**config.mk**
```make
export PLATFORM = sky130hd
export DESIGN_NAME = pio_pin_irq
export DESIGN_NICKNAME = d
export VERILOG_FILES = /design/src/rtl/pio_irq_pkg.sv /design/src/rtl/pio_ctl_decode.sv /design/src/rtl/pio_pin_sync.sv /design/src/rtl/pio_cond_eval.sv /design/src/rtl/pio_pin_irq.sv
export SDC_FILE = /design/constraint.sdc
export NUM_CORES = 1
export LEC_CHECK = 0
export BUFFER_PORTS_ARGS = -buffer_cell sky130_fd_sc_hd__buf_2
export CORE_ASPECT_RATIO = 0.75
export CORE_UTILIZATION = 34
export CTS_CLUSTER_SIZE = 14
export DETAILED_ROUTE_END_ITERATION = 10
export SYNTH_ARGS = -nofsm -noshare
export SYNTH_HDL_FRONTEND = slang
export SYNTH_SLANG_ARGS = --single-unit
```
**constraint.sdc**
```tcl
create_clock -name clk -period 1.6 [get_ports clk]
set_input_delay 0.32 -clock clk [delete_from_list [all_inputs] [get_ports clk]]
set_output_delay 0.32 -clock clk [all_outputs]
set_load 0.02 [all_outputs]
```
**src/rtl/pio_irq_pkg.sv**
```systemverilog
package pio_irq_pkg;
  localparam logic [3:0] MODE_TAG = 4'b0111;

  typedef struct packed {
    logic en;        // interrupt enabled
    logic all_mode;  // 1: every selected pin must match
    logic low_act;   // 1: test for low level
  } irq_cfg_t;
endpackage

```
**src/rtl/pio_ctl_decode.sv**
```systemverilog
module pio_ctl_decode
  import pio_irq_pkg::*;
#(
  parameter int CTL_W        = 8,
  parameter int PORT_W       = 8,
  parameter bit MASK_SEL_ONE = 1'b1
) (
  input  logic              clk,
  input  logic              rst,
  input  logic              wr,
  input  logic [CTL_W-1:0]  data,
  output irq_cfg_t          cfg_q,
  output logic [PORT_W-1:0] mask_q,
  output logic [CTL_W-1:0]  vec_q,
  output logic              mask_pend
);
  localparam logic [PORT_W-1:0] MASK_ALL = MASK_SEL_ONE ? '1 : '0;

  always_ff @(posedge clk) begin
    if (rst) begin
      cfg_q     <= '0;
      mask_q    <= MASK_ALL;
      vec_q     <= '0;
      mask_pend <= 1'b0;
    end else if (wr) begin
      if (mask_pend) begin
        mask_q    <= data[PORT_W-1:0];
        mask_pend <= 1'b0;
      end else if (!data[0]) begin
        vec_q <= data;
      end else if (data[3:0] == MODE_TAG) begin
        cfg_q.en       <= data[7];
        cfg_q.all_mode <= data[6];
        cfg_q.low_act  <= data[5];
        mask_pend      <= data[4];
      end
    end
  end
endmodule

```
**src/rtl/pio_pin_sync.sv**
```systemverilog
module pio_pin_sync #(
  parameter int PORT_W = 8,
  parameter int STAGES = 2
) (
  input  logic              clk,
  input  logic              rst,
  input  logic [PORT_W-1:0] pins,
  output logic [PORT_W-1:0] pins_s
);
  logic [STAGES-1:0][PORT_W-1:0] chain;

  generate
    for (genvar s = 0; s < STAGES; s++) begin : g_stage
      if (s == 0) begin : g_first
        always_ff @(posedge clk) begin
          if (rst) chain[0] <= '0;
          else     chain[0] <= pins;
        end
      end else begin : g_next
        always_ff @(posedge clk) begin
          if (rst) chain[s] <= '0;
          else     chain[s] <= chain[s-1];
        end
      end
    end
  endgenerate

  assign pins_s = chain[STAGES-1];
endmodule

```
**src/rtl/pio_cond_eval.sv**
```systemverilog
module pio_cond_eval
  import pio_irq_pkg::*;
#(
  parameter int PORT_W       = 8,
  parameter bit MASK_SEL_ONE = 1'b1
) (
  input  logic              clk,
  input  logic              rst,
  input  irq_cfg_t          cfg,
  input  logic [PORT_W-1:0] mask,
  input  logic [PORT_W-1:0] pins_s,
  input  logic              ack,
  output logic              irq
);
  logic [PORT_W-1:0] sel, act, hit;
  logic cond, cond_q, fire, pend;

  assign sel  = MASK_SEL_ONE ? mask : ~mask;
  assign act  = cfg.low_act ? ~pins_s : pins_s;
  assign hit  = act & sel;

  always_comb begin
    if (cfg.all_mode) cond = (hit == sel) && (|sel);
    else              cond = |hit;
  end

  assign fire = cond & ~cond_q & cfg.en;

  always_ff @(posedge clk) begin
    if (rst) begin
      cond_q <= 1'b0;
      pend   <= 1'b0;
    end else begin
      cond_q <= cond;
      if (!cfg.en) pend <= 1'b0;
      else         pend <= (pend & ~ack) | fire;
    end
  end

  assign irq = pend;
endmodule

```
**src/rtl/pio_pin_irq.sv**
```systemverilog
module pio_pin_irq
  import pio_irq_pkg::*;
#(
  parameter int CTL_W        = 8,
  parameter int PORT_W       = 8,
  parameter int SYNC_STAGES  = 2,
  parameter bit MASK_SEL_ONE = 1'b1
) (
  input  logic              clk,
  input  logic              rst,
  input  logic              ctl_wr,
  input  logic [CTL_W-1:0]  ctl_data,
  input  logic [PORT_W-1:0] pins,
  input  logic              ack_done,
  output logic              irq,
  output logic [CTL_W-1:0]  vector
);
  irq_cfg_t          cfg_q;
  logic [PORT_W-1:0] mask_q, pins_s;
  logic              mask_pend;
  logic              cfg_en;

  assign cfg_en = cfg_q.en;

  pio_ctl_decode #(.CTL_W(CTL_W), .PORT_W(PORT_W), .MASK_SEL_ONE(MASK_SEL_ONE)) u_dec (
    .clk(clk), .rst(rst), .wr(ctl_wr), .data(ctl_data),
    .cfg_q(cfg_q), .mask_q(mask_q), .vec_q(vector), .mask_pend(mask_pend)
  );

  pio_pin_sync #(.PORT_W(PORT_W), .STAGES(SYNC_STAGES)) u_sync (
    .clk(clk), .rst(rst), .pins(pins), .pins_s(pins_s)
  );

  pio_cond_eval #(.PORT_W(PORT_W), .MASK_SEL_ONE(MASK_SEL_ONE)) u_eval (
    .clk(clk), .rst(rst), .cfg(cfg_q), .mask(mask_q), .pins_s(pins_s),
    .ack(ack_done), .irq(irq)
  );
endmodule

```
Word-level counts from Yosys, hierarchy flattened

Cells that the tools add are included.

Flip-flop bits (word level): 37
Bits in latches: 0
RAM bits: 0
Memory bits (read-only): 0
Output and inout port bits: 9
Logic and storage cells: 35
Memories: 0

Add/sub/neg operators: 0
$mul: 0
Divide/modulo/power cells: 0
Magnitude comparators: 0
Eq/ne operators: 2
Shifts and indexed selects: 0
Multiplexer cells: 5
Bitwise operators: 11
Reductions and logical operators: 7

Operators with widths:

| operator             | number |
|---|---|
| $reduce_or A8 Y1     | 2 |
| $and A8 B8 Y8        | 1 |
| $eq A8 B8 Y1         | 1 |
| $mux W8              | 1 |
| $not A8 Y8           | 1 |
| $not A1 Y1           | 5 |
| $eq A4 B3 Y1 const B | 1 |
| $mux W1              | 4 |
| $reduce_and A4 Y1    | 1 |
| $and A1 B1 Y1        | 3 |
| $reduce_and A3 Y1    | 1 |
| $reduce_and A2 Y1    | 1 |
| $reduce_or A2 Y1     | 1 |
| $logic_and A1 B1 Y1  | 1 |
| $or A1 B1 Y1         | 1 |

Depth between registers and ports, before layout

Depth after elaboration: 9
Mapped depth: 6
Gate-level depth less buffers: 5

By module

A second synthesis with hierarchy kept.

Cell total of the unflattened synthesis: 151
Area, all modules: 1505.2 um^2

Modules (own cells, without submodules):

| module         | times used | cells an instance | area an instance (um^2) |
|---|---|---|---|
| pio_ctl_decode | 1          | 81                | 752.0 |
| pio_pin_sync   | 1          | 41                | 524.3 |
| pio_cond_eval  | 1          | 29                | 229.0 |

Worst setup path after synthesis

No wires, ideal clock.

Path type: flip-flop to flip-flop
From: register u_dec.cfg_q[0] (netlist name)
To: register u_eval.cond_q
Library setup time: 0.128 ns
Data arrival time: 1.394 ns
Required time: 1.472 ns
Slack: 0.079 ns
Cell stages (with the launch flop): 7
Clock period less this slack: 1.521 ns
Cells stage by stage: dfxtp_1 -> buf_6 -> xnor2_1 -> o22ai_1 -> or4_4 -> a22oi_2 -> nor2_1

Word-level cells in the longest chain between the ends: 5

RTL lines:

| element                | line                | source |
|---|---|---|
| $mux W8 (*)            | pio_cond_eval.sv:19 | `assign act = cfg.low_act ? ~pins_s : pins_s;` |
| $and A8 B8 Y8 (*)      | pio_cond_eval.sv:20 | `assign hit = act & sel;` |
| $eq A8 B8 Y1           | pio_cond_eval.sv:23 | `if (cfg.all_mode) cond = (hit == sel) && (\|sel);` |
| $logic_and A1 B1 Y1    | pio_cond_eval.sv:23 |  |
| $mux W1 (*)            | pio_cond_eval.sv:23 |  |
| end signal: assignment | pio_cond_eval.sv:34 | `cond_q <= cond;` |
| end: declaration       | pio_cond_eval.sv:16 | `logic cond, cond_q, fire, pend;` |

Every way passes the cells marked *; elsewhere a longest branch is shown, timed or not.
A chain may end at the register's enable or synchronous reset.

Final worst setup path

From: register u_dec.cfg_q[0] (netlist name)
To: register u_eval.cond_q

Word-level cells in the longest chain between the ends: 5

RTL lines:

| element             | line |
|---|---|
| $mux W8 (*)         | pio_cond_eval.sv:19 |
| $and A8 B8 Y8 (*)   | pio_cond_eval.sv:20 |
| $eq A8 B8 Y1        | pio_cond_eval.sv:23 |
| $logic_and A1 B1 Y1 | pio_cond_eval.sv:23 |
| $mux W1 (*)         | pio_cond_eval.sv:23 |

Marks and branches as above.

==> impl_metrics.ini <==
[clocking]
root_buffer = clkbuf_8
clk_latency_ns = 0.28
clk_pin_slew_ns = 0.08
cts.path.max_buffers = 2
cts_sinks = 37
cts-htree-levels = 2
cts_tree = yes
cts_made_buffers = 5
ctsHoldBuffers = 0

[detailed_routing]
final_antenna_net_count = 0
vias = 1108
wl_per_cell_um = 12.8
drcViolationCount = 0
drt_iter0_drc = 33
dr.pass1.iters = 4
drt_wl_total_um = 2980
vias_per_cell = 4.76

[worst_setup_path]
r2r_cells = 5
reg2reg_setup_slack_ns = 0.03
critPathRequiredTime_ns = 1.78
critPathBufInv = 0
setup.worst_path.end_class = flip-flop
crit_type = flip-flop to flip-flop
cp_slowest_stage_delay_ns = 0.55
r2r_end = u_eval.cond_q$_SDFF_PP0_
worstPathMaxFanout = 9
worstPathCellList = xnor2_2 -> o22ai_2 -> or4_4 -> a22oi_2 -> nor2_1
critPathLaunchType = flip-flop
critPathTopFamily = simple AND/OR/NAND/NOR gates
cp.arrival_ns = 1.75
slowest_stage = or4_4
crit_end = u_eval.cond_q$_SDFF_PP0_
worstSetupPathDepth = 5
cp-startpoint = u_dec.cfg_q[0]$_SDFFE_PP0P_
reg2reg_from = u_dec.cfg_q[0]$_SDFFE_PP0P_

[sta]
fin_skew_ns = 0.00447
setup_viol = 0
slew_viol_final = 0
rsz0062_at_grt = yes
postLayoutSetupSlackWorst_ns = 0.0257
tns_ns = 0
fmax_mhz = 635
hold_violations = 0
fin_crit_sh = 0.984
period_needed_ns = 1.57

[place]
hpwl_um = 2160
gp_congestion = 0.928
post_dp_cell_area_mm2 = 0.00166
port_buffers = 27
dp_cells = 225
place_ws_ns = -0.188

[global_route]
grt_pass1_vias = 1088
antenna_found_initial = 0
grt_max_degree = 16
grt_usage = 0.143
gr-usage-met3 = 0.0465
top_usage_layer = met2
gr-usage-met2 = 0.233
overflow = 0
use_met1 = 0.174
grt_pass1_wl_um = 4930

[final_layout]
drive_gt1_frac = 0.287
fin_cells = 233
fillers = 400
antenna_cells = 0
fin_nets = 197
fin_area_mm2 = 0.00181
final_util = 0.443
syn_to_final_growth_pct = 24.5

[synth]
synth_cells = 145
yosysSeqAreaShare = 0.511
syn_nets = 165
avgSynthCellArea_um2 = 10.0
ys.flop_type = dfxtp_1
synth_cell_types = 28
async_flop_share = 0
synth_edf_count = 0
syn-cell-area_mm2 = 0.00145
ys_ff_latch = 37
yosysWarnings = 0

[floorplan]
die_x_um = 77.4
die_height_um = 58.6
fp.coreArea_mm2 = 0.00408
fp.dieArea_mm2 = 0.00453
num_rows = 20
num_io_pins = 29
start_util = 0.356

[hold_path]
min_path_type = input port to flip-flop

[power]
p_leak_nw = 0.811
p_per_area_mw_per_mm2 = 1070
peakVddDrop_v = 0.000515

[run]
cap_violations = 0

[status]
status = complete, no violations
metal layers:
layer / vias up / wire length (um)
li1: 552 / -
met4: 0 / 37
met5: - / 0
met3: 7 / 134
met2: 25 / 1350
met1: 524 / 1450
cells by family (layout without fill, tap and decap cells):
| group | after synthesis | count (layout) | synth area share |
|---|---|---|---|
| simple gates | 51 | 51 | 0.196 |
| flops | 37 | 37 | 0.511 |
| compound gates | 20 | 20 | 0.114 |
| buf+inv | 18 | 51 | 0.0544 |
| mux | 10 | 10 | 0.0690 |
| xor+xnor | 8 | 8 | 0.0535 |
| other cells | 1 | 1 | 0.00259 |
cells in the mapped netlist (2+ instances only):
cell	instances	share of area
a211o_1	8	0.048
a21oi_1	2	0.0069
a22oi_1	2	0.010
and3_1	9	0.039
clkbuf_1	6	0.016
dfxtp_1	37	0.51
inv_1	10	0.026
mux2i_1	10	0.069
nand2_1	2	0.0052
nand2b_1	2	0.0086
nor2_1	14	0.036
nor2b_1	17	0.073
nor4_1	2	0.0086
o22ai_1	4	0.017
xnor2_1	7	0.042
worst register-to-register path: cells and delay by family, from the launching register on:
family / cells / cell delay [ns]
and+or+nand+nor: 2 / 0.60
DFF: 1 / 0.47
AOI/OAI and AO/OA: 2 / 0.24
xor gates and xnor gates: 1 / 0.16
state kept, by name (all words and copies together), names as in the netlist:
| name | count |
|---|---|
| u_dec.cfg_q | 3 |
| u_sync.chain | 8 |
| u_dec.mask_q | 8 |
| u_dec.vec_q | 7 |
| u_sync.pins_s | 8 |
| u_eval.cond_q | 1 |
| u_dec.mask_pend | 1 |
| u_eval.irq | 1 |
metrics by stage:
stage                     total power, mW  hold WS, ns
after floorplan                      1.08        0.414
after global placement               1.14        0.422
after detailed placement             1.14        0.426
after CTS                            1.94        0.234
after global routing                 2.02        0.229
final                                1.93        0.237
area by class of cell:
type / instances / area, um2 / share of cell area
clock inverters: 3 / 46.3 / 0.0256
well taps: 55 / 68.8 / 0.0381
multi-input cells: 90 / 659 / 0.365
clock buffers: 5 / 68.8 / 0.0381
inverters: 10 / 37.5 / 0.0208
repair buffers: 33 / 180 / 0.0998
flip-flops and latches: 37 / 744 / 0.412
worst min path at each step:
stage / from / endpoint / slack (ns) / cells after the start
finish: pins[6] / u_sync.chain[6]$_SDFF_PP0_ / 0.24 / 2
global route: pins[5] / u_sync.chain[5]$_SDFF_PP0_ / 0.23 / 2
CTS: pins[6] / u_sync.chain[6]$_SDFF_PP0_ / 0.23 / 2
detailed placement: u_sync.chain[0]$_SDFF_PP0_ / u_sync.pins_s[0]$_SDFF_PP0_ / 0.43 / 1
global placement: u_sync.chain[6]$_SDFF_PP0_ / u_sync.pins_s[6]$_SDFF_PP0_ / 0.42 / 1
floorplan: u_sync.chain[0]$_SDFF_PP0_ / u_sync.pins_s[0]$_SDFF_PP0_ / 0.41 / 1
cells in the final DEF, fill, tap and decap left out, types with 2 or more instances in the layout:
cell type,instances
dfxtp_1,36
buf_2,27
nor2b_1,17
nor2_1,14
mux2i_1,10
inv_1,10
and3_1,9
a211o_1,8
buf_4,6
clkbuf_8,5
xnor2_1,4
xnor2_2,4
o22ai_1,3
nand2b_1,2
nand2_1,2
nor4_1,2
a22oi_1,2
a21oi_1,2
where the power goes:
group          switching [mW]  total, mW  internal [mW]
clock                   0.336      0.802          0.466
sequential             0.0168      0.969          0.952
combinational          0.0780      0.155         0.0771
timing repair:
item,CTS,global route
setup buffers,0,0
endpoints found under the setup margin,2,2
resized for setup,2,4
Power figures use the tool's default switching activity.
